<file path="src/rtl/fcd_pkg.sv">
package fcd_pkg;
  localparam int BYTE_W = 8;
  localparam int KEY_W  = 15;

  localparam logic [KEY_W-1:0]  KEY_ADDR_1 = 15'h5555;
  localparam logic [KEY_W-1:0]  KEY_ADDR_2 = 15'h2AAA;
  localparam logic [BYTE_W-1:0] KEY_DATA_1 = 8'hAA;
  localparam logic [BYTE_W-1:0] KEY_DATA_2 = 8'h55;
  localparam logic [BYTE_W-1:0] OP_PROGRAM = 8'hA0;
  localparam logic [BYTE_W-1:0] OP_ERASE   = 8'h80;
  localparam logic [BYTE_W-1:0] OP_ID_IN   = 8'h90;
  localparam logic [BYTE_W-1:0] OP_ID_OUT  = 8'hF0;
  localparam logic [BYTE_W-1:0] OP_CHIP    = 8'h10;
  localparam logic [BYTE_W-1:0] OP_SECTOR  = 8'h30;
  localparam logic [BYTE_W-1:0] OP_BOOT    = 8'h40;

  typedef enum logic [2:0] {
    ST_IDLE, ST_KEY1, ST_KEY2, ST_PROG, ST_ERS1, ST_ERS2, ST_ERS3
  } seqState_t;

  typedef struct packed {
    logic loadTgt;
    logic doProg;
    logic doChip;
    logic doSector;
    logic doBoot;
    logic idEnter;
    logic idExit;
  } cmdStrobe_t;
endpackage

</file>
<file path="src/rtl/fcd_ctrl.sv">
module fcd_ctrl
  import fcd_pkg::*;
#(
  parameter int CMP_W = KEY_W
) (
  input  logic              clk,
  input  logic              rstN,
  input  logic              busy,
  input  logic              fallEv,
  input  logic [CMP_W-1:0]  cmpAddr,
  input  logic [BYTE_W-1:0] wrData,
  output cmdStrobe_t        strobe
);
  localparam logic [CMP_W-1:0] keyA = CMP_W'(KEY_ADDR_1);
  localparam logic [CMP_W-1:0] keyB = CMP_W'(KEY_ADDR_2);

  seqState_t state, nxt;
  logic atKeyA, atKeyB;

  assign atKeyA = (cmpAddr == keyA);
  assign atKeyB = (cmpAddr == keyB);

  always_comb begin
    nxt    = state;
    strobe = '0;
    if (busy) begin
      nxt = ST_IDLE;
    end else if (fallEv) begin
      nxt = ST_IDLE;
      unique case (state)
        ST_IDLE: begin
          if (atKeyA && wrData == KEY_DATA_1) nxt = ST_KEY1;
          else if (wrData == OP_ID_OUT)       strobe.idExit = 1'b1;
        end
        ST_KEY1: if (atKeyB && wrData == KEY_DATA_2) nxt = ST_KEY2;
        ST_KEY2: begin
          if (atKeyA) begin
            case (wrData)
              OP_PROGRAM: nxt = ST_PROG;
              OP_ERASE:   nxt = ST_ERS1;
              OP_ID_IN:   strobe.idEnter = 1'b1;
              OP_ID_OUT:  strobe.idExit = 1'b1;
              default:    nxt = ST_IDLE;
            endcase
          end
        end
        ST_PROG: begin
          strobe.doProg  = 1'b1;
          strobe.loadTgt = 1'b1;
        end
        ST_ERS1: if (atKeyA && wrData == KEY_DATA_1) nxt = ST_ERS2;
        ST_ERS2: if (atKeyB && wrData == KEY_DATA_2) nxt = ST_ERS3;
        ST_ERS3: begin
          if (wrData == OP_SECTOR) begin
            strobe.doSector = 1'b1;
            strobe.loadTgt  = 1'b1;
          end else if (atKeyA && wrData == OP_CHIP) begin
            strobe.doChip = 1'b1;
          end else if (atKeyA && wrData == OP_BOOT) begin
            strobe.doBoot = 1'b1;
          end
        end
        default: nxt = ST_IDLE;
      endcase
    end
  end

  always_ff @(posedge clk) begin
    if (!rstN) state <= ST_IDLE;
    else       state <= nxt;
  end

  AST_BUSY_CLEARS: assert property (@(posedge clk) disable iff (!rstN)
    busy |=> state == ST_IDLE);
  AST_BUSY_QUIET: assert property (@(posedge clk) disable iff (!rstN)
    busy |-> strobe == '0);
  AST_ADVANCE_ON_RELEASE: assert property (@(posedge clk) disable iff (!rstN)
    (state != $past(state)) |-> $past(fallEv || busy));
endmodule

</file>
<file path="src/rtl/fcd_dpath.sv">
module fcd_dpath
  import fcd_pkg::*;
#(
  parameter int ADDR_W = 17,
  parameter int CMP_W  = KEY_W
) (
  input  logic              clk,
  input  logic              rstN,
  input  logic              wrEn,
  input  logic [ADDR_W-1:0] addr,
  input  logic [BYTE_W-1:0] data,
  input  cmdStrobe_t        strobe,
  output logic              fallEv,
  output logic [CMP_W-1:0]  cmpAddr,
  output logic              cmdProgram,
  output logic              cmdChipErase,
  output logic              cmdSectorErase,
  output logic              cmdBootLock,
  output logic              cmdIdEnter,
  output logic              cmdIdExit,
  output logic [ADDR_W-1:0] tgtAddr,
  output logic [BYTE_W-1:0] tgtData,
  output logic              idMode
);
  logic              wrPrev;
  logic [ADDR_W-1:0] addrLat;
  logic [5:0]        pulseVec;

  assign fallEv  = wrPrev & ~wrEn;
  assign cmpAddr = addrLat[CMP_W-1:0];
  assign {cmdProgram, cmdChipErase, cmdSectorErase,
          cmdBootLock, cmdIdEnter, cmdIdExit} = pulseVec;

  always_ff @(posedge clk) begin
    if (!rstN) begin
      wrPrev   <= 1'b0;
      addrLat  <= '0;
      pulseVec <= '0;
      tgtAddr  <= '0;
      tgtData  <= '0;
      idMode   <= 1'b0;
    end else begin
      wrPrev   <= wrEn;
      if (wrEn && !wrPrev) addrLat <= addr;
      pulseVec <= {strobe.doProg, strobe.doChip, strobe.doSector,
                   strobe.doBoot, strobe.idEnter, strobe.idExit};
      if (strobe.loadTgt) begin
        tgtAddr <= addrLat;
        tgtData <= data;
      end
      if (strobe.idEnter)     idMode <= 1'b1;
      else if (strobe.idExit) idMode <= 1'b0;
    end
  end

  AST_CMD_ONEHOT: assert property (@(posedge clk) disable iff (!rstN)
    $onehot0(pulseVec));
  AST_PULSE_SINGLE: assert property (@(posedge clk) disable iff (!rstN)
    (|pulseVec) |=> !(|pulseVec));
  AST_ID_SET: assert property (@(posedge clk) disable iff (!rstN)
    cmdIdEnter |-> idMode);
  AST_ID_CLEAR: assert property (@(posedge clk) disable iff (!rstN)
    cmdIdExit |-> !idMode);
  AST_TGT_HOLD: assert property (@(posedge clk) disable iff (!rstN)
    !(cmdProgram || cmdSectorErase) && $past(rstN) |-> $stable(tgtAddr));
endmodule

</file>
<file path="src/rtl/flash_cmd_decoder.sv">
module flash_cmd_decoder
  import fcd_pkg::*;
#(
  parameter int ADDR_W = 17,
  parameter int CMP_W  = KEY_W
) (
  input  logic              clk,
  input  logic              rstN,
  input  logic              wrEn,
  input  logic [ADDR_W-1:0] addr,
  input  logic [BYTE_W-1:0] data,
  input  logic              busy,
  output logic              cmdProgram,
  output logic              cmdChipErase,
  output logic              cmdSectorErase,
  output logic              cmdBootLock,
  output logic              cmdIdEnter,
  output logic              cmdIdExit,
  output logic [ADDR_W-1:0] tgtAddr,
  output logic [BYTE_W-1:0] tgtData,
  output logic              idMode
);
  cmdStrobe_t       strobe;
  logic             fallEv;
  logic [CMP_W-1:0] cmpAddr;

  fcd_ctrl #(.CMP_W(CMP_W)) u_ctrl (
    .clk(clk), .rstN(rstN), .busy(busy), .fallEv(fallEv),
    .cmpAddr(cmpAddr), .wrData(data), .strobe(strobe)
  );

  fcd_dpath #(.ADDR_W(ADDR_W), .CMP_W(CMP_W)) u_dpath (
    .clk(clk), .rstN(rstN), .wrEn(wrEn), .addr(addr), .data(data),
    .strobe(strobe), .fallEv(fallEv), .cmpAddr(cmpAddr),
    .cmdProgram(cmdProgram), .cmdChipErase(cmdChipErase),
    .cmdSectorErase(cmdSectorErase), .cmdBootLock(cmdBootLock),
    .cmdIdEnter(cmdIdEnter), .cmdIdExit(cmdIdExit),
    .tgtAddr(tgtAddr), .tgtData(tgtData), .idMode(idMode)
  );
endmodule

</file>
<file path="config.mk">
export PLATFORM = sky130hd
export DESIGN_NAME = flash_cmd_decoder
export DESIGN_NICKNAME = d
export VERILOG_FILES = /design/src/rtl/fcd_pkg.sv /design/src/rtl/fcd_ctrl.sv /design/src/rtl/fcd_dpath.sv /design/src/rtl/flash_cmd_decoder.sv
export SDC_FILE = /design/constraint.sdc
export NUM_CORES = 1
export LEC_CHECK = 0
export ABC_AREA = 1
export CORE_UTILIZATION = 35
export DETAILED_ROUTE_END_ITERATION = 16
export SYNTH_ARGS = -nofsm -noshare
export SYNTH_HDL_FRONTEND = slang
export SYNTH_SLANG_ARGS = --single-unit
</file>
<file path="constraint.sdc">
create_clock -name clk -period 1.9 [get_ports clk]
set_clock_uncertainty 0.2 [all_clocks]
set_input_delay 0.38 -clock clk [delete_from_list [all_inputs] [get_ports clk]]
set_output_delay 0.38 -clock clk [all_outputs]
set_load 0.02 [all_outputs]
</file>
==> results of run 1 <==
-- registers in the layout, indices dropped and copies added (netlist names) --
signal,count
u_dpath.tgtAddr,17
u_dpath.pulseVec,6
u_dpath.wrPrev,1
u_dpath.tgtData,8
u_dpath.addrLat,17
u_dpath.idMode,1
u_ctrl.state,3
-- per-layer routing --
metal | track usage | vias to the layer above
li1 | - | 1227
met1 | 0.2246 | 1014
met2 | 0.2742 | 49
met3 | 0.02868 | 9
met4 | 0.06626 | 0
met5 | 0 | -
-- area by class of cell --
type / instances / area [sq um] / area share
clock inverters: 1 / 30.03 / 0.009094
multi-input cells: 234 / 1045 / 0.3164
well taps: 77 / 96.34 / 0.02918
repair buffers: 87 / 843.3 / 0.2554
inverters: 36 / 140.1 / 0.04244
flip-flops and latches: 53 / 1061 / 0.3213
clock buffers: 7 / 86.33 / 0.02615
-- through the flow --
stage	worst slack, ps	total power [mW]	utilization	TNS, ps	instance area [sq um]
after global placement	-205.5	1.422	0.4980	-6035	3181
after detailed placement	-223.9	1.423	0.4980	-6428	3181
after global routing	2.089	2.282	0.5170	0	3302
after floorplan	347.5	1.289	-	0	2326
final	47.70	2.189	0.5170	0	3302
after CTS	31.30	2.210	0.5163	0	3297
-- path summary, 6_finish.rpt --
path / start / endpoint / slack [ps]
max: u_dpath.tgtData[2] / tgtData[2] / 50
min: u_dpath.tgtAddr[16] / u_dpath.tgtAddr[16] / 290
max reg2reg: u_ctrl.state[2] / u_dpath.tgtAddr[8] / 210
min reg2reg: u_dpath.tgtAddr[16] / u_dpath.tgtAddr[16] / 290
-- cells in the mapped netlist --
cell type / count
a21oi_1: 18
inv_2: 3
or2_2: 1
clkinv_4: 1
nor2_2: 1
nand4_2: 1
clkbuf_1: 7
nand2_2: 1
nand4_1: 5
nand3_1: 17
nand2b_1: 1
nor2_1: 91
buf_1: 1
buf_6: 2
dfxtp_1: 53
o21ai_0: 27
nand2_1: 45
o21ai_1: 15
nor3_4: 1
buf_8: 2
nand2_4: 1
inv_1: 32
nand3_2: 1
nor3_1: 8
-- power breakdown --
group          switching (mW)  internal, mW  leakage [nW]
clock network           0.361         0.430        0.0585
registers              0.0273          1.14         0.431
logic                   0.112         0.120         0.858
-- kinds of logic after synthesis --
family                 Yosys count  synth area share
flip-flops                      53            0.4562
AO/OA/AOI/OAI                   60            0.1291
AND/OR/NAND/NOR                174            0.3190
buffers and inverters           48           0.09575
-- worst reg2reg max path, delay by kind of cell, from the launching register on --
kind                   cells  cell delay (ps)
AO/OA/AOI/OAI              1              170
buffers and inverters      2              240
flip-flops                 1              380
AND/OR/NAND/NOR            5              600
==> impl_results.md, run 1 <==
- Highest Clock Rate: 539.9 MHz
- Hold slack: 287.9 ps
- Slew margin rel.: 0.8058
- Top cells by area, synth: dfxtp_1, nor2_1, nand2_1
- TritonCTS clock tree: done
- Largest buffer count on any clock path: 2
- Area grow syn2layout: 41.96%
- Clk slew on worst S/H paths: 90 ps
- Most frequent cells in the layout: nor2_1, clkdlybuf4s50_1, dfxtp_1
- Congestion Overflow GR: 0
- Top sig layer: met4
- Status: finished, final reports clean
- Ant. Diodes: 0
- Final #Nets: 446
- # rows: 29
- VDD IR max: between 0.0003 and 0.0004 V
- Antenna Violating Nets Remaining: 0
- Vias per cell: 4.644
- Max Fanout on Critical Path: 2
- H-tree depth: 2
- Clock latency on the worst-skew pair: 300 ps
- Worst-Margin Slew: around 290 ps
- Post-CTS Setup Inserts: 0
- DRT Wirelength: roughly 5600 microns
- Clk sinks: 53
- DP Wirelength: 4437 microns
- Met3 wire length: 212 microns
- DIE AREA: about 7000 sq um
- Dpl cells: 487
- Worst path depth: 1
- WHS Path Cells: 2
- Post-synth cell types: 24
- Power Dens Cells: 662.9 nW/um^2
- Layout cells sized above 1: 0.1100
- Total number of vias: approximately 2.3k
- Final setup viols: 0
- CP bufs+invs: 1
- Fill cell count: 663
- Final Critical Period: approximately 1900 ps
- Top cell type's share of synthesized area: 0.4562
- CP top delay family: buffers and inverters
- Max_cap viols: 0
- Yosys reg bits: 53
- Mapped Cells: 335
- Final Cycle Share: 0.9749
- Slew Limit Fails: 0
- Post-CTS sizing: 0
- Synth Cell Area: 2326 sq um
- DRT Pass-1 Iters: 4
- Initial Utilization: 0.3642
- CTS Buf Count: 5
- Antenna violations before repair: 0
- Post-synthesis sequential area ratio: 0.4562
- Unrepaired setup endpoints after global routing: false
- Area leader, netlist: dfxtp_1
- Number of global-route vias before repair: 2159
- Crit Path Category: register to output port
- Most common cell after layout, fill and taps aside: nor2_1
- Die width: 83.52 microns
- Synth warnings: 0
- Fin. Hold Viols: 0
- Slowest stage delay, CP: 610 ps
- Die Height: 83.52 microns
- Residual DRC: 0
- Post-synthesis average cell area: 6.943 sq um
- CP arrival: 1270 ps
- Initial DRC Count: approximately 110
- Total Routing Usage GR: 0.1690
- Routability congestion estimate: between 0.8 and 0.9
- Pin count of the biggest net entering global routing: 32
- Core Area: 6386 sq um
- Non-Filler Instances: ~500
- CP Capture Type: output port
- Worst Path Required: 1320 ps
- Mapped Nets: 364
- Cts hold-fix bufs: 0
- Leak pwr: between 1 and 1.5 nW
- Worst r2r path cells: 8
- Avg WL per Cell: 11.39 microns
- First-pass GRT wire length: 9494 microns
- Critical path launch point type: register
- Hold Crit Class: register to register
- Root Buffer: clkbuf_8
- Buffers on Ports: 60
- I/O pin cnt: approximately 60
- DR WL met2: around 2600 microns
- DRT met1 WL: 2721 microns
- Crit-path slowest cell: clkdlybuf4s50_1
- CP Cell Sequence: clkdlybuf4s50_1
No activity file was read; power rests on OpenSTA's default activity.
==> run 2, diff against run 1 <==
CORE_MARGIN = 5   (was not set)
SYNTH_HIERARCHICAL = 1   (was not set)
==> run 2 against run 1 <==
Effect of this change:
- combinational power is 11% higher
- critical path type unchanged
- first-iteration DRC count is 50% lower
- clock-buffer cell count is 1 lower
- critical endpoint is now tgtAddr[10]
==> impl_results.md, run 2 <==
- I/O pin cnt: 61 (unchanged)
- First-pass GRT wire length: 10610 microns (was 9494 microns)
- Die Height: 96.48 microns (was 83.52 microns)
- Synth Cell Area: 2618 sq um (was 2326 sq um)
- Congestion Overflow GR: 0 (unchanged)
- Core Area: 7253 sq um (was 6386 sq um)
- CTS Buf Count: 5 (unchanged)
- CP arrival: 1290 ps (was 1270 ps)
- Pwr Total: 2.204 mW (was 2.189 mW)
- Root Buffer: clkbuf_8 (unchanged)
- Setup_tns: 0 ps (unchanged)
- Residual DRC: 0 (unchanged)
- Clk sinks: 53 (unchanged)
- Slew Limit Fails: 0 (unchanged)
- Psw: 0.5393 mW (was 0.5005 mW)
- Met1 Use GR: 0.1731 (was 0.2246)
- Post-synth EDFFs: 0 (unchanged)
- Area leader, netlist: dfxtp_1 (unchanged)
- DIE AREA: 9308 sq um (was 6976 sq um)
- Fin. Hold Viols: 0 (unchanged)
- Final Critical Period: 1869 ps (was 1852 ps)
- TritonCTS clock tree: done (unchanged)
- Area grow syn2layout: 37.76% (was 41.96%)
- Post-synthesis sequential area ratio: 0.4054 (was 0.4562)
- Hold Crit Class: input pin to register (was register to register)
- Cell-internal power: 1.665 mW (was 1.688 mW)
- VDD IR max: 0.0003221 V (was 0.0003123 V)
- Worst Path Required: 1320 ps (about the same)
- Util after Layout: 0.4972 (was 0.5170)
- CP Capture Type: output port (unchanged)
- Post-synth ARST share: 0 (unchanged)
- Yosys reg bits: 53 (unchanged)
- Critical path launch point type: register (unchanged)
- Total Routing Usage GR: 0.1439 (was 0.1690)
- Layer with the highest usage: met2 (unchanged)
- Final setup viols: 0 (unchanged)
- Synth warnings: 6 (was 0)
- M2 GR Usage: 0.2575 (was 0.2742)
- Max Fanout on Critical Path: 2 (unchanged)
- Status: finished, final reports clean (unchanged)
- Most common cell after layout, fill and taps aside: nor2_1 (unchanged)
- Power Dens Cells: 611.3 nW/um^2 (was 662.9 nW/um^2)
- Highest Clock Rate: 535.1 MHz (was 539.9 MHz)
- Clock group share of total power: 0.349 (was 0.361)
- Crit Path Category: register to output port (unchanged)
- Slew margin rel.: 0.7641 (was 0.8058)
- Final Cycle Share: 0.9836 (was 0.9749)
- Clk slew on worst S/H paths: 100 ps (was 90 ps)
- Hold slack: 218.7 ps (was 287.9 ps)
- Seq pwr share: 0.533 (about the same)
- Antenna violations before repair: 0 (unchanged)
- Most frequent cells in the layout: nor2_1, nand2_1, dfxtp_1 (was nor2_1, clkdlybuf4s50_1, dfxtp_1)
- Layout cells sized above 1: 0.1602 (was 0.1100)
- CP Cell Sequence: clkdlybuf4s50_1 (unchanged)
- Initial Utilization: 0.3609 (was 0.3642)
- Most instantiated library cell after synthesis: nor2_1 (unchanged)
- Initial DRC Count: 52 (was 105)
- Routability congestion estimate: 0.8430 (was 0.8693)
- CP top delay family: buffers and inverters (unchanged)
- Post-synth cell types: 24 (unchanged)
- Total number of vias: 2518 (was 2299)
- Top cell type's share of synthesized area: 0.4054 (was 0.4562)
- Top cells by area, synth: dfxtp_1, nor2_1, nand2_1 (unchanged)
- Dpl cells: 551 (was 487)
- DP Wirelength: 4916 microns (was 4437 microns)
- H-tree depth: 2 (unchanged)
- Vias per cell: 4.488 (was 4.644)
- Post-synth top cells: nor2_1, nand2_1, dfxtp_1, inv_1, nand3_1 (was nor2_1, dfxtp_1, nand2_1, inv_1, o21ai_0)
- # rows: 31 (was 29)
- Sw Ratio: 0.2446 (was 0.2287)
- Avg WL per Cell: 11.81 microns (was 11.39 microns)
- Antenna Violating Nets Remaining: 0 (unchanged)
- Final #Nets: 490 (was 446)
- DRT Pass-1 Iters: 4 (unchanged)
- CP bufs+invs: 1 (unchanged)
- Crit-path slowest cell: clkdlybuf4s50_1 (unchanged)
- Mapped Cells: 391 (was 335)
- Ant. Diodes: 0 (unchanged)
- Pin count of the biggest net entering global routing: 52 (was 32)
- Largest buffer count on any clock path: 2 (unchanged)
- Power share of the combinational group: 0.117 (was 0.106)
- Buffers on Ports: 60 (unchanged)
- Clock latency on the worst-skew pair: 300 ps (about the same)
- Slowest stage delay, CP: 620 ps (was 610 ps)
- Post-synthesis average cell area: 6.694 sq um (was 6.943 sq um)
- DRT Wirelength: 6624 microns (was 5636 microns)
- Max_cap viols: 0 (unchanged)
- Die width: 96.48 microns (was 83.52 microns)
- Met3 GRT Util: 0.03176 (was 0.02868)
- Number of global-route vias before repair: 2389 (was 2159)
- Mapped Nets: 420 (was 364)
- Leak pwr: 1.803 nW (was 1.347 nW)
- Primary FF master, synth: dfxtp_1 (unchanged)
- Worst-Margin Slew: 350.6 ps (was 290.2 ps)
- Largest regs: u_dpath/addrLat: 17 flops, u_dpath/tgtAddr: 17 flops, u_dpath/tgtData: 8 flops (was u_dpath.addrLat: 17 flops, u_dpath.tgtAddr: 17 flops, u_dpath.tgtData: 8 flops)
- Non-Filler Instances: 561 (was 495)
- Unrepaired setup endpoints after global routing: true (was false)
## run 2: cell count changes after synthesis, moves of 12 or more
cell,before,now
buf_4,0,17
nand3_1,17,32
nor2_1,91,106
o21ai_1,15,0
a21oi_1,18,4
nand2_1,45,59
inv_1,32,44
## run 2: worst register-to-register path, delay by kind of cell, from the launching register on
kind,cells,cell delay [ps]
flip-flops,1,340
AND/OR/NAND/NOR,5,820
AO/OA/AOI/OAI,1,70
buffers and inverters,4,320
## run 2: what timing repair did
item                       CTS  global route
pin swaps                    4             4
setup endpoints to repair   25            34
hold buffers                 0             0
gates resized for setup     36            18
setup buffers                1             1
## run 2: metrics by stage
| stage | setup WS, ps | area, sq um |
|---|---|---|
| final | 31.17 | 3606 |
| after global routing | -66.10 | 3606 |
| after CTS | 0.3240 | 3537 |
| after detailed placement | -542.0 | 3392 |
| after global placement | -483.3 | 3392 |
| after floorplan | -140.8 | 2644 |
## run 2: power by group through the flow
stage / clock, mW / sequential, mW / combinational [mW]
5_1_grt: 0.828 / 1.18 / 0.287
3_3_place_gp: 0 / 1.20 / 0.253
3_5_place_dp: 0 / 1.20 / 0.255
4_1_cts: 0.793 / 1.18 / 0.256
2_1_floorplan: 0 / 1.18 / 0.176
6_report: 0.770 / 1.18 / 0.258
## run 2: area by class of cell
type / count / area, sq um
multi-input cells: 256 / 1211
clock inverters: 2 / 38.79
fillers: 760 / 3647
repair buffers: 91 / 889.6
clock buffers: 6 / 72.57
inverters: 54 / 207.7
well taps: 99 / 123.9
flip-flops and latches: 53 / 1062
## run 2: final timing paths
kind         slack, ps                  to  cells after the start                start
max                 30         tgtAddr[10]                      1  u_dpath/tgtAddr[10]
min                220  u_dpath/tgtData[4]                      3              data[4]
max reg2reg         80  u_dpath/tgtAddr[8]                     10       u_dpath/wrPrev
min reg2reg        260      u_dpath/idMode                      2       u_dpath/idMode
## run 2: layer usage
metal | vias to the layer above | part of all wire
met5 | - | 0
met4 | 0 | 0.0097
met3 | 7 | 0.052
met2 | 58 | 0.49
met1 | 1128 | 0.44
li1 | 1325 | -
## run 2: kinds of logic (layout without fill, tap and decap cells)
group,count (synthesis),after routing,synth area share
compound gates,31,31,0.06071
buf+inv,82,153,0.1568
flops,53,53,0.4054
simple gates,225,225,0.3771
